### src/rtl/supv_pkg.sv
package supv_pkg;

    // Width needed to hold a count from 0 up to n.
    function automatic int cnt_w(input int n);
        return (n < 2) ? 1 : $clog2(n + 1);
    endfunction

    // Pad levels normalised so that 1 means "at active level".
    typedef struct packed {
        logic lo_low;   // active-low pad pulled to 0
        logic hi_high;  // active-high pad pulled to 1
    } pin_lvl_t;

endpackage

### src/rtl/supv_supply_filter.sv
module supv_supply_filter
    import supv_pkg::*;
#(
    parameter int GLITCH_CYC = 4
) (
    input  logic clk,
    input  logic rst,
    input  logic vdd_ok_i,
    output logic vok_o
);
    localparam int FW = cnt_w(GLITCH_CYC);
    localparam logic [FW-1:0] RUN_LAST = FW'(GLITCH_CYC - 1);

    logic [1:0]    sync_q;
    logic          vok_q;
    logic [FW-1:0] run_q;

    always_ff @(posedge clk) begin
        if (rst) begin
            sync_q <= '0;
            vok_q  <= 1'b0;
            run_q  <= '0;
        end else begin
            sync_q <= {sync_q[0], vdd_ok_i};
            if (sync_q[1] == vok_q) begin
                run_q <= '0;
            end else if (run_q == RUN_LAST) begin
                vok_q <= sync_q[1];
                run_q <= '0;
            end else begin
                run_q <= run_q + 1'b1;
            end
        end
    end

    assign vok_o = vok_q;

    // the filtered level only moves after a full run of agreeing samples
    p_glitch_run_r3: assert property (@(posedge clk) disable iff (rst)
        (vok_q != $past(vok_q)) |-> ($past(run_q) == RUN_LAST));

endmodule

### src/rtl/supv_watchdog.sv
module supv_watchdog
    import supv_pkg::*;
#(
    parameter int WDT_CYC = 50
) (
    input  logic clk,
    input  logic rst,
    input  logic sda_i,
    input  logic hold_i,
    output logic fire_o
);
    localparam int WW = cnt_w(WDT_CYC);
    localparam logic [WW-1:0] IDLE_LAST = WW'(WDT_CYC - 1);

    logic [2:0]    hist_q;
    logic [WW-1:0] idle_q;
    logic          toggle;
    logic          at_last;

    assign toggle  = hist_q[1] ^ hist_q[2];
    assign at_last = (idle_q == IDLE_LAST);
    assign fire_o  = !hold_i && !toggle && at_last;

    always_ff @(posedge clk) begin
        if (rst) begin
            hist_q <= 3'b111;
            idle_q <= '0;
        end else begin
            hist_q <= {hist_q[1:0], sda_i};
            if (hold_i || toggle || at_last) begin
                idle_q <= '0;
            end else begin
                idle_q <= idle_q + 1'b1;
            end
        end
    end

    // an active reset leaves the idle count cleared
    p_held_clear_r9: assert property (@(posedge clk) disable iff (rst)
        hold_i |=> (idle_q == '0));

    // the idle count never passes the timeout value
    p_idle_bound_r7: assert property (@(posedge clk) disable iff (rst)
        idle_q <= IDLE_LAST);

    // a seen transition restarts the idle count
    p_toggle_clears_r8: assert property (@(posedge clk) disable iff (rst)
        toggle |=> (idle_q == '0));

endmodule

### src/rtl/supv_manual_edge.sv
module supv_manual_edge
    import supv_pkg::*;
(
    input  logic     clk,
    input  logic     rst,
    input  pin_lvl_t lvl_i,
    input  logic     driving_i,
    output logic     trig_o
);
    pin_lvl_t prev_q;

    always_ff @(posedge clk) begin
        if (rst) begin
            prev_q <= '0;
        end else begin
            prev_q <= lvl_i;
        end
    end

    assign trig_o = !driving_i &&
                    ((lvl_i.lo_low  && !prev_q.lo_low) ||
                     (lvl_i.hi_high && !prev_q.hi_high));

endmodule

### src/rtl/supv_timer.sv
module supv_timer
    import supv_pkg::*;
#(
    parameter int PUR_CYC = 20
) (
    input  logic clk,
    input  logic rst,
    input  logic vok_i,
    input  logic trig_i,
    output logic active_o
);
    localparam int TW = cnt_w(PUR_CYC);
    localparam logic [TW-1:0] FULL = TW'(PUR_CYC);

    logic [TW-1:0] left_q;

    always_ff @(posedge clk) begin
        if (rst) begin
            left_q <= FULL;
        end else if (!vok_i || trig_i) begin
            left_q <= FULL;
        end else if (left_q != '0) begin
            left_q <= left_q - 1'b1;
        end
    end

    assign active_o = !vok_i || (left_q != '0);

    // an untriggered timeout runs down one step per cycle
    p_fixed_len_r6: assert property (@(posedge clk) disable iff (rst)
        (vok_i && !trig_i && left_q != '0) |=> (left_q == $past(left_q) - 1'b1));

endmodule

### src/rtl/supv_reset_ctrl.sv
module supv_reset_ctrl
    import supv_pkg::*;
#(
    parameter int GLITCH_CYC = 4,
    parameter int PUR_CYC    = 20,
    parameter int WDT_CYC    = 50,
    parameter bit WDT_EN     = 1'b1
) (
    input  logic clk,
    input  logic rst,
    input  logic vdd_ok_i,
    input  logic sda_i,
    input  logic rst_lo_sense_i,
    input  logic rst_hi_sense_i,
    output logic rst_lo_drive_o,
    output logic rst_hi_drive_o,
    output logic mem_disable_o
);
    logic     vok_f;
    logic     active;
    logic     man_trig;
    logic     wdt_fire;
    pin_lvl_t pad_lvl;

    assign pad_lvl.lo_low  = !rst_lo_sense_i;
    assign pad_lvl.hi_high = rst_hi_sense_i;

    supv_supply_filter #(.GLITCH_CYC(GLITCH_CYC)) u_filter (
        .clk      (clk),
        .rst      (rst),
        .vdd_ok_i (vdd_ok_i),
        .vok_o    (vok_f)
    );

    supv_manual_edge u_manual (
        .clk       (clk),
        .rst       (rst),
        .lvl_i     (pad_lvl),
        .driving_i (active),
        .trig_o    (man_trig)
    );

    generate
        if (WDT_EN) begin : g_wdt
            supv_watchdog #(.WDT_CYC(WDT_CYC)) u_wdt (
                .clk    (clk),
                .rst    (rst),
                .sda_i  (sda_i),
                .hold_i (active),
                .fire_o (wdt_fire)
            );
        end else begin : g_no_wdt
            assign wdt_fire = 1'b0;
        end
    endgenerate

    supv_timer #(.PUR_CYC(PUR_CYC)) u_timer (
        .clk      (clk),
        .rst      (rst),
        .vok_i    (vok_f),
        .trig_i   (man_trig || wdt_fire),
        .active_o (active)
    );

    assign rst_lo_drive_o = active;
    assign rst_hi_drive_o = active;
    assign mem_disable_o  = active || pad_lvl.lo_low || pad_lvl.hi_high;

    // a low filtered supply drives both pads
    p_supply_low_r1: assert property (@(posedge clk) disable iff (rst)
        !vok_f |-> (rst_lo_drive_o && rst_hi_drive_o));

    // a filtered supply fall shows on the pads in the same cycle
    p_fall_direct_r4: assert property (@(posedge clk) disable iff (rst)
        $fell(vok_f) |-> (rst_lo_drive_o && rst_hi_drive_o));

    // an outside-held active-low pad keeps memory disabled
    p_memdis_pad_r10: assert property (@(posedge clk) disable iff (rst)
        (!rst_lo_sense_i || rst_hi_sense_i) |-> mem_disable_o);

    // a trigger is never taken while the pads are being driven
    p_no_self_trig_r6: assert property (@(posedge clk) disable iff (rst)
        rst_lo_drive_o |-> !man_trig);

endmodule

### config.mk
export PLATFORM = sky130hd
export DESIGN_NAME = supv_reset_ctrl
export DESIGN_NICKNAME = d
export VERILOG_FILES = /design/src/rtl/supv_pkg.sv /design/src/rtl/supv_supply_filter.sv /design/src/rtl/supv_watchdog.sv /design/src/rtl/supv_manual_edge.sv /design/src/rtl/supv_timer.sv /design/src/rtl/supv_reset_ctrl.sv
export SDC_FILE = /design/constraint.sdc
export NUM_CORES = 1
export LEC_CHECK = 0
export CELL_PAD_IN_SITES_DETAIL_PLACEMENT = 1
export CELL_PAD_IN_SITES_GLOBAL_PLACEMENT = 2
export CORE_MARGIN = 2
export CORE_UTILIZATION = 36
export DETAILED_ROUTE_END_ITERATION = 12
export PLACE_DENSITY_LB_ADDON = 0.1
export SLEW_MARGIN = 20
export SYNTH_ARGS = -nofsm -noshare
export SYNTH_HDL_FRONTEND = slang
export SYNTH_SLANG_ARGS = --single-unit
### constraint.sdc
create_clock -name clk -period 4 [get_ports clk]
set_clock_uncertainty 0.05 [all_clocks]
set_input_delay 0.8 -clock clk [delete_from_list [all_inputs] [get_ports clk]]
set_output_delay 0.8 -clock clk [all_outputs]
set_load 0.01 [all_outputs]
* After elaboration in Yosys (flattened, before gate mapping)
Cells that the tools add are included.
** Storage, ports and cells
- Word-level logic and storage cells :: 40
- Bits in latches :: 0
- Output and inout bits :: 3
- Bits in read-only memories :: 0
- Register bits after elaboration :: 22
- Memories kept :: 0
- Bits of input ports :: 6
- RAM bits :: 0
** Cells by class
- Div/mod/pow operators :: 0
- Magnitude comparators :: 0
- Reduce and logical (&&, ||, !) cells :: 24
- $mul :: 0
- Bitwise operators :: 2
- Equal/unequal tests :: 3
- Add/subtract/negate cells :: 3
- Mux-type cells :: 0
- Shifts and indexed selects :: 0
** Operator list (count)
- $logic_or 1x1->1 :: 8
- $add 6x1->6 const B :: 1
- $eq 6x6->1 const B :: 1
- $logic_not 1->1 :: 6
- $logic_and 1x1->1 :: 5
- $reduce_bool 5->1 :: 1
- $sub 5x1->5 const B :: 1
- $reduce_or 2->1 :: 2
- $add 3x1->3 const B :: 1
- $eq 3x2->1 const B :: 1
- $reduce_or 3->1 :: 1
- $reduce_and 2->1 :: 1
- $eq 1x1->1 :: 1
- $not 1->1 :: 1
- $xor 1x1->1 :: 1

* Logic depth before layout (Yosys ltp)
- Word-level depth :: 8
- Depth in mapped cells :: 6
- Gate-level depth less buffers :: 6

* Modules after synthesis
From an unflattened synthesis, not the netlist that was laid out.
** Unflattened totals
- Cells, all modules :: 92
- Area, all modules :: 945.9 um^2
** Modules (own cells, without submodules)
- supv_watchdog :: times used 1, area an instance 369.1 um^2, sequential area each 180.2 um^2, cells an instance 37
- supv_timer :: times used 1, area an instance 257.7 um^2, sequential area each 100.1 um^2, cells an instance 27
- supv_supply_filter :: times used 1, area an instance 211.5 um^2, sequential area each 120.1 um^2, cells an instance 17
- supv_manual_edge :: times used 1, area an instance 81.3 um^2, sequential area each 40.0 um^2, cells an instance 7
- supv_reset_ctrl :: times used 1, area an instance 26.3 um^2, sequential area each 0.0 um^2, cells an instance 4

* Least setup slack after synthesis
No wires, ideal clock.
- Path type :: reg2out
- Start point :: reg u_timer.left_q[0]
- End point :: out rst_lo_drive_o
- Slack :: 1.884 ns
- Data arrival time :: 1.266 ns
- Cell stages (with the launch flop) :: 7
- Buffers on the path :: 1
- Data required time :: 3.150 ns
- Path through :: dfxtp_1 inv_1 ha_1 nor2b_1 nor3b_1 nand2_1 buf_4
** Between the ends
- Longest elaborated chain between the ends :: 2
** RTL lines
- start: declaration :: line supv_timer.sv:15 : logic [TW-1:0] left_q;
- start signal: assignment :: line supv_timer.sv:23 : left_q <= left_q - 1'b1;
- $reduce_bool 5->1 :: line supv_timer.sv:27 : assign active_o = !vok_i || (left_q != '0);
- $logic_or 1x1->1 :: line supv_timer.sv:27
- end: declaration :: line supv_reset_ctrl.sv:15 : output logic rst_lo_drive_o,
No other way between the ends.

* Worst setup path after layout
- Start point :: reg u_timer.left_q[0]
- End point :: out mem_disable_o
** Between the ends
- Longest elaborated chain between the ends :: 4
** RTL lines
- $reduce_bool 5->1 :: line supv_timer.sv:27
- $logic_or 1x1->1 :: line supv_timer.sv:27
- $logic_or 1x1->1 (2 in a row) :: line supv_reset_ctrl.sv:67 : assign mem_disable_o = active || pad_lvl.lo_low || pad_lvl.hi_high;
- end: declaration :: line supv_reset_ctrl.sv:17 : output logic mem_disable_o
No other way between the ends.

==> run summary <==
Based on the critical path, the design can be clocked at up to 343 MHz. The first global-routing pass estimated 2550 um of wire. The tools report the clock tree root buffer cell as clkbuf_4. Clock-pin slew was measured on the worst setup and hold paths at 120 ps. At the end of the flow the core is filled with cells to 43.9%. Fill cells in the final layout number 277. The total number of H-tree levels came out at 1. In this run the post-CTS setup repair buffer count came out at 0.

The tightest min-delay check is of the reg -> reg type. VDD sags by at most 0.225 mV. The data arrival time of the critical path was 2060 ps; the number of pins exceeding their max-slew limit in the final report was 0. TritonCTS built the clock tree. Walking the worst path, the cells encountered are inv_1 > ha_1 > nor2b_1 > nor3b_1 > nand4_1 > clkdlybuf4s50_1. In this run the tightest slew margin relative to its limit is 69.7%. The run gives 116 as the total number of nets in the final design.

By startpoint and endpoint, the worst setup path is classified as reg -> out. The logs give 1210 ps for the minimum setup slack after placement and 1430 um for the total length of routed wires. The largest stage delay on the critical path came out at 500 ps. Dividing total power by cell area gives a power density of 374 nW/um2. By area the synthesized netlist is led by dfxtp_1, ha_1, nor2_1. Sorting the synthesized cells by how often they occur yields dfxtp_1, nor2_1, ha_1, inv_1.

The first-pass detailed-route iteration total was 2. The total routing resource utilization after global routing was 12.5%. The synthesized area per cell was 9.78 um2; the standard cell core area was 2430 um2. Source-to-sink clock delay at the later pin of the worst-skew pair: 300 ps. Summed over all instances, the cell type with the most area after synthesis is dfxtp_1. The fraction of synthesized cell area taken by the top area cell type came out at 48.4%. Via count normalized by instance count: 4.80. The run gives 9 as the I/O pin count. The worst hold path terminates at g_wdt.u_wdt.hist_q[1]$_SDFF_PP1_. The startpoint identified for the worst register-to-register timing path is u_timer.left_q[0]$_SDFFE_PP0P_.

The logs give 0 for the final hold violation count and 2 for the maximum buffer depth of the clock tree. Clock tree synthesis found a total of 22 sinks. The die boundary width was 54.3 um; the total of flip-flops plus latches after synthesis was 22. The capture point of the worst reg-to-reg path was u_timer.left_q[1]$_SDFFE_PP0P_. The run finished with clean final reports. The initial antenna violation count is 0, and the count of flip-flops with a built-in enable after synthesis is 0.

The die extent in y is 54.3 um. Among all flip-flop cells after synthesis, the most frequent one is dfxtp_1. For this block, the initial DRC count from the detailed router was 4. In the routed design, unresolved DRC markers number 0.

The routed wirelength normalized by instance count is 10.8 um, and the standby leakage power is 0.000382 uW. STA classifies the critical path endpoint as an output pin. Sequential element share of the synthesized area: 48.4%. After routing, the total negative slack on setup checks comes to 0 ps. Setup repair after global routing left no endpoint under its margin.

Along the worst path, the maximum fanout reaches 4. The congestion estimate from routability-driven global placement came to 0.605. Buffers inserted to repair hold after CTS numbered 0. Max-cap violations in this run came to 0. The post-route worst setup slack was 1090 ps.

Most used standard cell by instance count after synthesis: dfxtp_1. The number of global-route vias before repair is 614. The count of buffers from port buffering was 8; the vias after detailed routing was 638. The worst path in the final design needs a cycle of 2910 ps, including I/O delays and setup. The number of placement rows was 18; the CTS buffer count was 3.

The layout cell share with drive strength beyond 1 was 7.77%. The worst hold path startpoint was g_wdt.u_wdt.hist_q[0]$_SDFF_PP1_. The netlist uses 30 different library cells. The Yosys step of the flow raised 0 warnings. The remaining antenna violation count after routing was 0. The number of setup violations in the final report was 0. The overall die area is 2940 um2, and the layout overhead on the synthesized area is 17.5%. The share of async-settable or async-resettable flops after synthesis was 0%. Synthesized netlist net count: 105.

The worst register-to-register path has a depth of 5. Post-cts sizing count: 0. For the pin with the worst max-slew slack, the measured transition is 451 ps.

The final worst-path cycle share is 72.9%, and the HPWL after detailed placement is 1190 um. The hold-critical path depth came out at 1. Synthesis handed over a netlist of 93 instances. The run gives 2260 ps as the register-to-register setup slack. The cell with the largest stage delay on the worst path is clkdlybuf4s50_1. The initial standard-cell utilization of the core is 37.4%, and the final antenna diode count is 0. The logs give 910 um2 for the summed instance area of the synthesized netlist and 3150 ps for the worst endpoint required time.

For the pin count of the biggest net entering global routing, the log shows 14. Final global-route overflow total: 0. STA classifies the critical path startpoint as a register.
## registers in the layout, indices dropped and copies added (netlist names)
name	count
g_wdt.u_wdt.idle_q	6
u_timer.left_q	5
g_wdt.u_wdt.hist_q	3
u_filter.run_q	3
u_filter.sync_q	2
u_manual.prev_q	2
u_filter.vok_o	1
## cells in the final DEF (no fill, tap or decap), drive strengths merged, types with 2 or more instances in the layout
master,n
nor3,4
xor2,3
inv,6
a21oi,2
nand3,3
xnor2,4
ha,6
nor2,15
dfxtp,22
or3,2
nor2b,4
or2,3
clkbuf,3
nand2,3
o21ai,2
clkdlybuf4s50,8
## stage by stage
step	instance area (um2)	total power (uW)	std cells	hold WS, ps
5_1_grt	1070	423	133	398
4_1_cts	1070	408	133	374
3_5_place_dp	1020	241	129	344
6_report	1070	400	133	368
2_1_floorplan	910	234	93	333
3_3_place_gp	1020	240	129	337
## layer usage
layer,share of wire [%],GRT usage [%]
met1,47,15.0
met2,50,20.5
met3,2.0,3.28
met4,1.3,6.25
met5,0,0
## layout make-up
type	instances	area, um2	area share (%)
inverter	6	22.5	2.11
tap	30	37.5	3.51
clock inverter	1	30.0	2.81
clock buffer	3	22.5	2.11
timing repair buffer	8	80.1	7.49
multi-input combinational	63	435	40.7
sequential	22	440	41.2
## power breakdown
part	leakage (uW)	switching [uW]	internal [uW]	total, uW
Combinational	0.000175	4.83	6.86	11.7
Sequential	0.000179	1.17	223	224
Clock	0.0000279	63.4	101	165
## critical path, delay by kind of cell (launching register included)
family	cells	cell delay (ps)
and+or+nand+nor	3	660
buffers and inverters	2	580
DFF	1	350
adders and majority gates	1	190
## how the worst max path moves through the flow
stage	startpoint	end	slack [ps]
final	u_timer.left_q[0]$_SDFFE_PP0P_	mem_disable_o	1090
after global routing	u_timer.left_q[0]$_SDFFE_PP0P_	mem_disable_o	860
after CTS	u_timer.left_q[0]$_SDFFE_PP0P_	mem_disable_o	1010
after detailed placement	rst_hi_sense_i	mem_disable_o	1210
after global placement	rst_hi_sense_i	mem_disable_o	1230
after floorplan	u_timer.left_q[0]$_SDFFE_PP0P_	rst_lo_drive_o	1880
## cell families (layout without fill, tap and decap cells)
logic type / Yosys count / after routing / share of synthesized area (%)
AO/OA/AOI/OAI: 8 / 8 / 5.78
buffers and inverters: 8 / 18 / 3.71
multiplexers: 1 / 1 / 1.10
XOR/XNOR: 7 / 7 / 6.74
adder cells (fa/ha/maj): 6 / 6 / 8.25
AND/OR/NAND/NOR: 41 / 41 / 26.0
flip-flops: 22 / 22 / 48.4
Note: power is estimated with default switching activity, not from simulation.
